--- config.mk ---
export PLATFORM = sky130hd
export DESIGN_NAME = rbd_decoder
export DESIGN_NICKNAME = d
export VERILOG_FILES = /design/src/rtl/rbd_pkg.sv /design/src/rtl/rbd_bound_regs.sv /design/src/rtl/rbd_row_match.sv /design/src/rtl/rbd_prio_enc.sv /design/src/rtl/rbd_decoder.sv
export SDC_FILE = /design/constraint.sdc
export NUM_CORES = 1
export LEC_CHECK = 0
export BUFFER_PORTS_ARGS = -buffer_cell sky130_fd_sc_hd__buf_4
export CORE_UTILIZATION = 54
export CTS_CLUSTER_SIZE = 28
export DETAILED_ROUTE_END_ITERATION = 8
export HOLD_SLACK_MARGIN = 0.15
export MAX_ROUTING_LAYER = met4
export PLACE_DENSITY = 0.78
export SLEW_MARGIN = 20
export SYNTH_ARGS = -nofsm -noshare
export SYNTH_HDL_FRONTEND = slang
export SYNTH_SLANG_ARGS = --single-unit
--- constraint.sdc ---
create_clock -name clk -period 1.9 [get_ports clk]
set_input_delay 0.095 -clock clk [delete_from_list [all_inputs] [get_ports clk]]
set_output_delay 0.095 -clock clk [all_outputs]
set_load 0.01 [all_outputs]
--- src/rtl/rbd_pkg.sv ---
package rbd_pkg;

   typedef enum logic {
      CH_SINGLE = 1'b0,
      CH_DUAL   = 1'b1
   } ch_mode_e;

   // number of rows that take part in a lookup for a channel mode
   function automatic int unsigned active_rows(input ch_mode_e mode, input int unsigned total);
      return (mode == CH_DUAL) ? total / 2 : total;
   endfunction

endpackage

--- src/rtl/rbd_bound_regs.sv ---
module rbd_bound_regs #(
   parameter int unsigned NUM_ROWS = 8,
   parameter int unsigned REG_W    = 8,
   parameter int unsigned BND_W    = 7,
   parameter int unsigned IDX_W    = 3
) (
   input  logic                             clk,
   input  logic                             rst_n,
   input  logic                             wr_en,
   input  logic [IDX_W-1:0]                 wr_idx,
   input  logic [REG_W-1:0]                 wr_data,
   output logic [NUM_ROWS-1:0][BND_W-1:0]   bnd_o
);

   logic [NUM_ROWS-1:0][BND_W-1:0] bnd_q;
   logic                           rsvd_unused;

   generate
      if (REG_W > BND_W) begin : g_rsvd
         assign rsvd_unused = ^wr_data[REG_W-1:BND_W];
      end else begin : g_no_rsvd
         assign rsvd_unused = 1'b0;
      end
   endgenerate

   always_ff @(posedge clk or negedge rst_n) begin
      if (!rst_n) begin
         bnd_q <= '0;
      end else if (wr_en) begin
         bnd_q[wr_idx] <= wr_data[BND_W-1:0];
      end
   end

   assign bnd_o = bnd_q;


   wr_store_chk: assert property (@(posedge clk) disable iff (!rst_n)
      wr_en |=> bnd_o[$past(wr_idx)] == $past(wr_data[BND_W-1:0]));


   no_wr_hold_chk: assert property (@(posedge clk) disable iff (!rst_n)
      !wr_en |=> $stable(bnd_o));

endmodule

--- src/rtl/rbd_row_match.sv ---
module rbd_row_match #(
   parameter int unsigned BND_W = 7
) (
   input  logic [BND_W-1:0] lower,
   input  logic [BND_W-1:0] upper,
   input  logic [BND_W-1:0] unit_i,
   input  logic             active,
   output logic             populated,
   output logic             match
);

   logic above_floor;
   logic below_ceil;

   always_comb begin
      above_floor = (unit_i >= lower);
      below_ceil  = (unit_i <  upper);
      populated   = active && (upper > lower);
      match       = populated && above_floor && below_ceil;
   end

endmodule

--- src/rtl/rbd_prio_enc.sv ---
module rbd_prio_enc #(
   parameter int unsigned N     = 8,
   parameter int unsigned IDX_W = 3
) (
   input  logic             clk,
   input  logic             rst_n,
   input  logic [N-1:0]     req,
   output logic [IDX_W-1:0] idx,
   output logic             any
);

   always_comb begin
      idx = '0;
      any = 1'b0;
      for (int i = N - 1; i >= 0; i--) begin
         if (req[i]) begin
            idx = IDX_W'(i);
            any = 1'b1;
         end
      end
   end


   prio_lowest_chk: assert property (@(posedge clk) disable iff (!rst_n)
      any |-> (req[idx] && ((req & ((N'(1) << idx) - N'(1))) == '0)));

endmodule

--- src/rtl/rbd_decoder.sv ---
module rbd_decoder #(
   parameter int unsigned NUM_ROWS   = 8,
   parameter int unsigned REG_W      = 8,
   parameter int unsigned BND_W      = 7,
   parameter int unsigned ADDR_W     = 32,
   parameter int unsigned UNIT_SHIFT = 26,
   parameter int unsigned IDX_W      = $clog2(NUM_ROWS)
) (
   input  logic                clk,
   input  logic                rst_n,
   input  logic                wr_en,
   input  logic [IDX_W-1:0]    wr_idx,
   input  logic [REG_W-1:0]    wr_data,
   input  logic                dual_mode,
   input  logic [ADDR_W-1:0]   lookup_addr,
   output logic [IDX_W-1:0]    row_idx,
   output logic                row_hit,
   output logic [NUM_ROWS-1:0] row_populated
);
   import rbd_pkg::*;

   localparam int unsigned UNIT_W    = ADDR_W - UNIT_SHIFT;
   localparam int unsigned DUAL_ROWS = NUM_ROWS / 2;

   generate
      if (NUM_ROWS != (1 << IDX_W)) begin : g_bad_rows
         $error("NUM_ROWS must be a power of two matching IDX_W");
      end
      if (UNIT_W > BND_W || UNIT_W == 0) begin : g_bad_unit
         $error("address unit index must fit the boundary field");
      end
      if (BND_W > REG_W) begin : g_bad_field
         $error("boundary field wider than register");
      end
   endgenerate

   ch_mode_e                       mode;
   logic [NUM_ROWS-1:0][BND_W-1:0] bnd;
   logic [BND_W-1:0]               unit_ext;
   logic [NUM_ROWS-1:0]            match_vec;
   logic [NUM_ROWS-1:0]            pop_vec;
   logic [NUM_ROWS-1:0]            act_vec;
   logic                           addr_unused;

   assign mode        = ch_mode_e'(dual_mode);
   assign unit_ext    = BND_W'(lookup_addr[ADDR_W-1:UNIT_SHIFT]);
   assign addr_unused = ^lookup_addr[UNIT_SHIFT-1:0];

   rbd_bound_regs #(
      .NUM_ROWS (NUM_ROWS),
      .REG_W    (REG_W),
      .BND_W    (BND_W),
      .IDX_W    (IDX_W)
   ) u_regs (
      .clk     (clk),
      .rst_n   (rst_n),
      .wr_en   (wr_en),
      .wr_idx  (wr_idx),
      .wr_data (wr_data),
      .bnd_o   (bnd)
   );

   generate
      for (genvar r = 0; r < NUM_ROWS; r++) begin : g_row
         logic [BND_W-1:0] lo;
         if (r == 0) begin : g_first
            assign lo = '0;
         end else begin : g_next
            assign lo = bnd[r-1];
         end

         if (r < DUAL_ROWS) begin : g_always_on
            assign act_vec[r] = 1'b1;
         end else begin : g_single_only
            assign act_vec[r] = (mode == CH_SINGLE);
         end

         rbd_row_match #(
            .BND_W (BND_W)
         ) u_match (
            .lower     (lo),
            .upper     (bnd[r]),
            .unit_i    (unit_ext),
            .active    (act_vec[r]),
            .populated (pop_vec[r]),
            .match     (match_vec[r])
         );
      end
   endgenerate

   rbd_prio_enc #(
      .N     (NUM_ROWS),
      .IDX_W (IDX_W)
   ) u_prio (
      .clk   (clk),
      .rst_n (rst_n),
      .req   (match_vec),
      .idx   (row_idx),
      .any   (row_hit)
   );

   assign row_populated = pop_vec;


   hit_pop_chk: assert property (@(posedge clk) disable iff (!rst_n)
      row_hit |-> row_populated[row_idx]);


   miss_zero_chk: assert property (@(posedge clk) disable iff (!rst_n)
      !row_hit |-> (row_idx == '0));


   dual_mask_chk: assert property (@(posedge clk) disable iff (!rst_n)
      dual_mode |-> (row_populated[NUM_ROWS-1:DUAL_ROWS] == '0));


   dual_idx_chk: assert property (@(posedge clk) disable iff (!rst_n)
      (dual_mode && row_hit) |-> (int'(row_idx) < DUAL_ROWS));

endmodule

==> key figures <==
Run status
  • Outcome: finished, violations left
  • Violated checks: negative setup slack

Timing
  • Setup ws final: -0.743 ns
  • Worst slew margin: 50.0%
  • Setup tns final: -3.51 ns
  • Portion of the clock cycle consumed by the worst path in the final layout: 139%
  • Final Hold Fails: 0
  • Clock period minus worst slack: 2.64 ns
  • Setup repair after global routing missed its margin: yes
  • Total count of max-transition violations in the final report: 0
  • Maximum clock skew at final layout: 0 ns
  • Final setup fails: 10
  • Highest attainable clock frequency: 0.378 GHz
  • Pin slew with the least headroom to its limit: 0.750 ns

Run
  • Max capacitance violation total: 0

Finish
  • Area growth from synthesis to layout: 34.8%
  • Non-filler instance count after layout: between 700 and 800
  • Final antenna diode count: 0
  • Post-layout net count: 770
  • Flip-flop count of the largest register, all copies and words added: 56
  • Fraction of layout instances using a drive strength above 1: 38.5%

Power
  • Post-layout power: between 6 and 7 mW
  • Internal power summed over all cells: 3.66 mW
  • Switching power summed over all nets: between 2 and 2.5 mW
  • Share of power burned in registers: 27.7%
  • Leakage power total: around 3.0 nW
  • Maximum resistive drop on vdd: 0.597 mV
  • Part of the power in combinational logic: about three fifths
  • Power density cells: 969 nW/µm²
  • Switching portion of total power: 39.8%
  • Clk network pwr share: 11.3%

GRT
  • Maximum number of pins on one net before global-route repair: 57
  • Routing usage on met3: 4.99%
  • Global-route wire length before repair: 20700 µm
  • Most heavily used metal layer in global routing: met2
  • Global Route met1 Usage: between 30% and 40%
  • Antenna violations before repair: 0
  • Global route overflow: 0
  • Vias in the first global route: 4332
  • Global routing usage summed across all routing layers: 31.5%
  • GR met2 Demand/Resource: 55.6%

Floorplanning
  • Initial Utilization: between 50% and 60%
  • Height of the die: approximately 95 µm
  • Core area: 8300 µm²
  • Die Footprint: around 9000 µm²
  • Horizontal die dimension: 94.9 µm
  • Number of rows in the core area: 33
  • Number of placed I/O pins: 59

Critical path
  • Worst reg2reg endpoint: u_regs.bnd_o[8]
  • Worst path arrival time: 2.55 ns
  • Worst-path fanout max: 3
  • Start of the worst register-to-register path: u_regs.bnd_o[8]
  • Kind of end point of the critical path: output port
  • Register-to-Register Path Depth: 5
  • Reg-to-reg setup timing slack: 0.81 ns
  • Kind of start point of the critical path: register
  • Class of the most critical setup path: register to output port
  • Worst endpoint required time: 1.80 ns

Clocking
  • Skew-Pair Late Insertion Delay: ~0.32 ns
  • Buffer type at the clock tree root: sky130_fd_sc_hd__clkbuf_8
  • TritonCTS clock tree: done
  • Clock edge transition at the registers on the reported setup and hold paths: 0.11 ns
  • Maximum clock path buffer count: 2
  • H-tree levels: 2
  • Number of clock buffers inserted by TritonCTS: 5
  • Number of sinks on the clock net: 56

Drt
  • Total wire length after detailed routing: 13400 µm
  • Post-route DRC: 0
  • Average vias per placed instance: between 5 and 6
  • Number of nets with antenna violations after routing: 0
  • Drt initial violations: 269
  • Via count: 4251
  • First-pass detailed-route iteration total: 5
  • Wire length per cell: 18.3 µm

Min path
  • Worst hold path stage count: 3
  • Hold Path Class: input pin to register
  • Hold endpoint: u_regs.bnd_o[0]
  • Startpoint of the lowest-slack hold path: wr_idx[0]

Synthesis
  • Avg Synthesized Cell Area: 9.22 µm²
  • Proportion of synthesized chip area in sequential cells: 30.1%
  • Number of synthesized register bits: 56
  • Most instantiated flip-flop cell in the synthesis netlist: sky130_fd_sc_hd__dfrtp_1
  • Number of instances in the synthesized netlist: 505
  • Net count after synthesis: 648
  • Library cells used by synthesis: 43
  • Proportion of register bits with asynchronous set or reset after synthesis: 100%
  • Synthesis warning total: 0
  • Synthesized area: around 4700 µm²
  • EDFF count, synth: 0

Placed design
  • Number of placed instances, taps included: approximately 700
  • Worst slack at placement: -0.467 ns
  • GPL Wtd Cong: 0.853
  • HPWL after detailed placement: 9420 µm
  • I/O Buffers: 31
-- synthesized netlist by cell type, types with 2 or more instances --
master / instances / area [µm²]
sky130_fd_sc_hd__nand2b_1: 10 / 62.6
sky130_fd_sc_hd__or4_4: 2 / 22.5
sky130_fd_sc_hd__mux2_2: 29 / 327
sky130_fd_sc_hd__nand3_1: 13 / 65.1
sky130_fd_sc_hd__o221a_2: 2 / 22.5
sky130_fd_sc_hd__o21bai_1: 4 / 30.0
sky130_fd_sc_hd__o211ai_1: 4 / 30.0
sky130_fd_sc_hd__dfrtp_1: 56 / 1400
sky130_fd_sc_hd__a21oi_1: 42 / 210
sky130_fd_sc_hd__nor2b_1: 6 / 37.5
sky130_fd_sc_hd__nor2_1: 16 / 60.1
sky130_fd_sc_hd__buf_4: 8 / 60.1
sky130_fd_sc_hd__a211o_1: 4 / 35.0
sky130_fd_sc_hd__nor4_1: 2 / 12.5
sky130_fd_sc_hd__nand4b_1: 7 / 61.3
sky130_fd_sc_hd__o2bb2ai_1: 3 / 26.3
sky130_fd_sc_hd__nand3b_1: 8 / 60.1
sky130_fd_sc_hd__o21ai_0: 37 / 185
sky130_fd_sc_hd__o21ai_1: 4 / 20.0
sky130_fd_sc_hd__a21o_1: 5 / 37.5
sky130_fd_sc_hd__clkbuf_1: 8 / 30.0
sky130_fd_sc_hd__nand4_1: 10 / 62.6
sky130_fd_sc_hd__o22ai_1: 3 / 18.8
sky130_fd_sc_hd__nand2_1: 38 / 143
sky130_fd_sc_hd__nor3b_1: 2 / 15.0
sky130_fd_sc_hd__inv_1: 63 / 236
sky130_fd_sc_hd__nor3_1: 5 / 25.0
sky130_fd_sc_hd__ha_1: 96 / 1200
sky130_fd_sc_hd__a211oi_1: 4 / 30.0
-- timing repair --
item                       CTS  global route
hold buffers                 8             0
hold endpoints to repair    96             0
buffers inserted            17             9
pin swaps                   25            20
setup endpoints to repair   11            11
gates resized for setup     54            36
-- worst max-delay path by stage --
stage / from / endpoint / cells after the start
final: u_regs.bnd_o[11] / row_idx[0] / 9
after global routing: u_regs.bnd_o[2] / row_idx[0] / 10
after CTS: u_regs.bnd_o[33] / row_idx[0] / 10
after detailed placement: u_regs.bnd_o[32] / row_idx[0] / 10
after global placement: u_regs.bnd_o[32] / row_idx[0] / 10
after floorplan: u_regs.bnd_o[4] / row_idx[2] / 9
-- logic make-up after synthesis --
group / count (synthesis) / share of synthesized area (%)
fa+ha+maj: 96 / 25.8
compound gates: 118 / 15.0
mux: 29 / 7.01
flops: 56 / 30.1
simple gates: 127 / 15.1
buf+inv: 79 / 7.01
-- per-stage QoR --
stage	util (%)	cell area (µm²)	hold WS, ns
after detailed placement	66.7	5530	0.205
after floorplan	-	4710	-0.201
after global routing	75.6	6280	0.237
after CTS	73.2	6080	0.228
after global placement	66.7	5530	0.197
final	75.6	6280	0.231
-- power by group through the flow --
stage / logic (mW) / registers, mW / clock network, mW
6_report: 3.71 / 1.69 / 0.689
5_1_grt: 4.08 / 1.72 / 0.749
4_1_cts: 3.40 / 1.67 / 0.702
3_5_place_dp: 2.94 / 1.67 / 0
3_3_place_gp: 2.75 / 1.66 / 0
2_1_floorplan: 1.86 / 1.61 / 0
-- area by class of cell --
type	count	area, µm²
multi-input combinational	370	3350
sequential	56	1410
clock buffer	6	72.6
timing repair buffer	131	1060
clock inverter	2	16.3
fill	553	2020
inverter	63	236
tap	105	131
-- cell usage in the layout (no fill, tap or decap), drive strengths merged, types with 5 or more instances in the layout --
cell type | Yosys | final
buf | 8 | 123
ha | 96 | 96
inv | 63 | 63
dfrtp | 56 | 56
a21oi | 42 | 42
o21ai | 41 | 41
nand2 | 38 | 38
mux2 | 29 | 29
nor2 | 17 | 17
nand3 | 13 | 13
nand4 | 10 | 10
nand2b | 10 | 10
nand3b | 8 | 8
dlygate4sd3 | 0 | 8
nand4b | 7 | 7
clkbuf | 8 | 6
nor2b | 6 | 6
nor3 | 6 | 6
a21o | 5 | 5
-- worst max-delay path, cell delays in order, from the launching register on --
cell                       delay [ns]
sky130_fd_sc_hd__dfrtp_1         0.44
sky130_fd_sc_hd__ha_4            0.30
sky130_fd_sc_hd__nand4_1         0.13
sky130_fd_sc_hd__o211ai_1        0.23
sky130_fd_sc_hd__a31oi_1         0.10
sky130_fd_sc_hd__or4_4           0.45
sky130_fd_sc_hd__nor3_4          0.22
sky130_fd_sc_hd__nand2b_1        0.11
sky130_fd_sc_hd__o31ai_2         0.09
sky130_fd_sc_hd__buf_4           0.17
-- per-layer routing --
| metal | share of wire [%] | up-vias |
|---|---|---|
| li1 | - | 2057 |
| met1 | 41 | 2035 |
| met2 | 52 | 125 |
| met3 | 4.5 | 34 |
| met4 | 2.5 | 0 |
| met5 | 0 | - |
No activity file was read; power rests on OpenSTA's default activity.
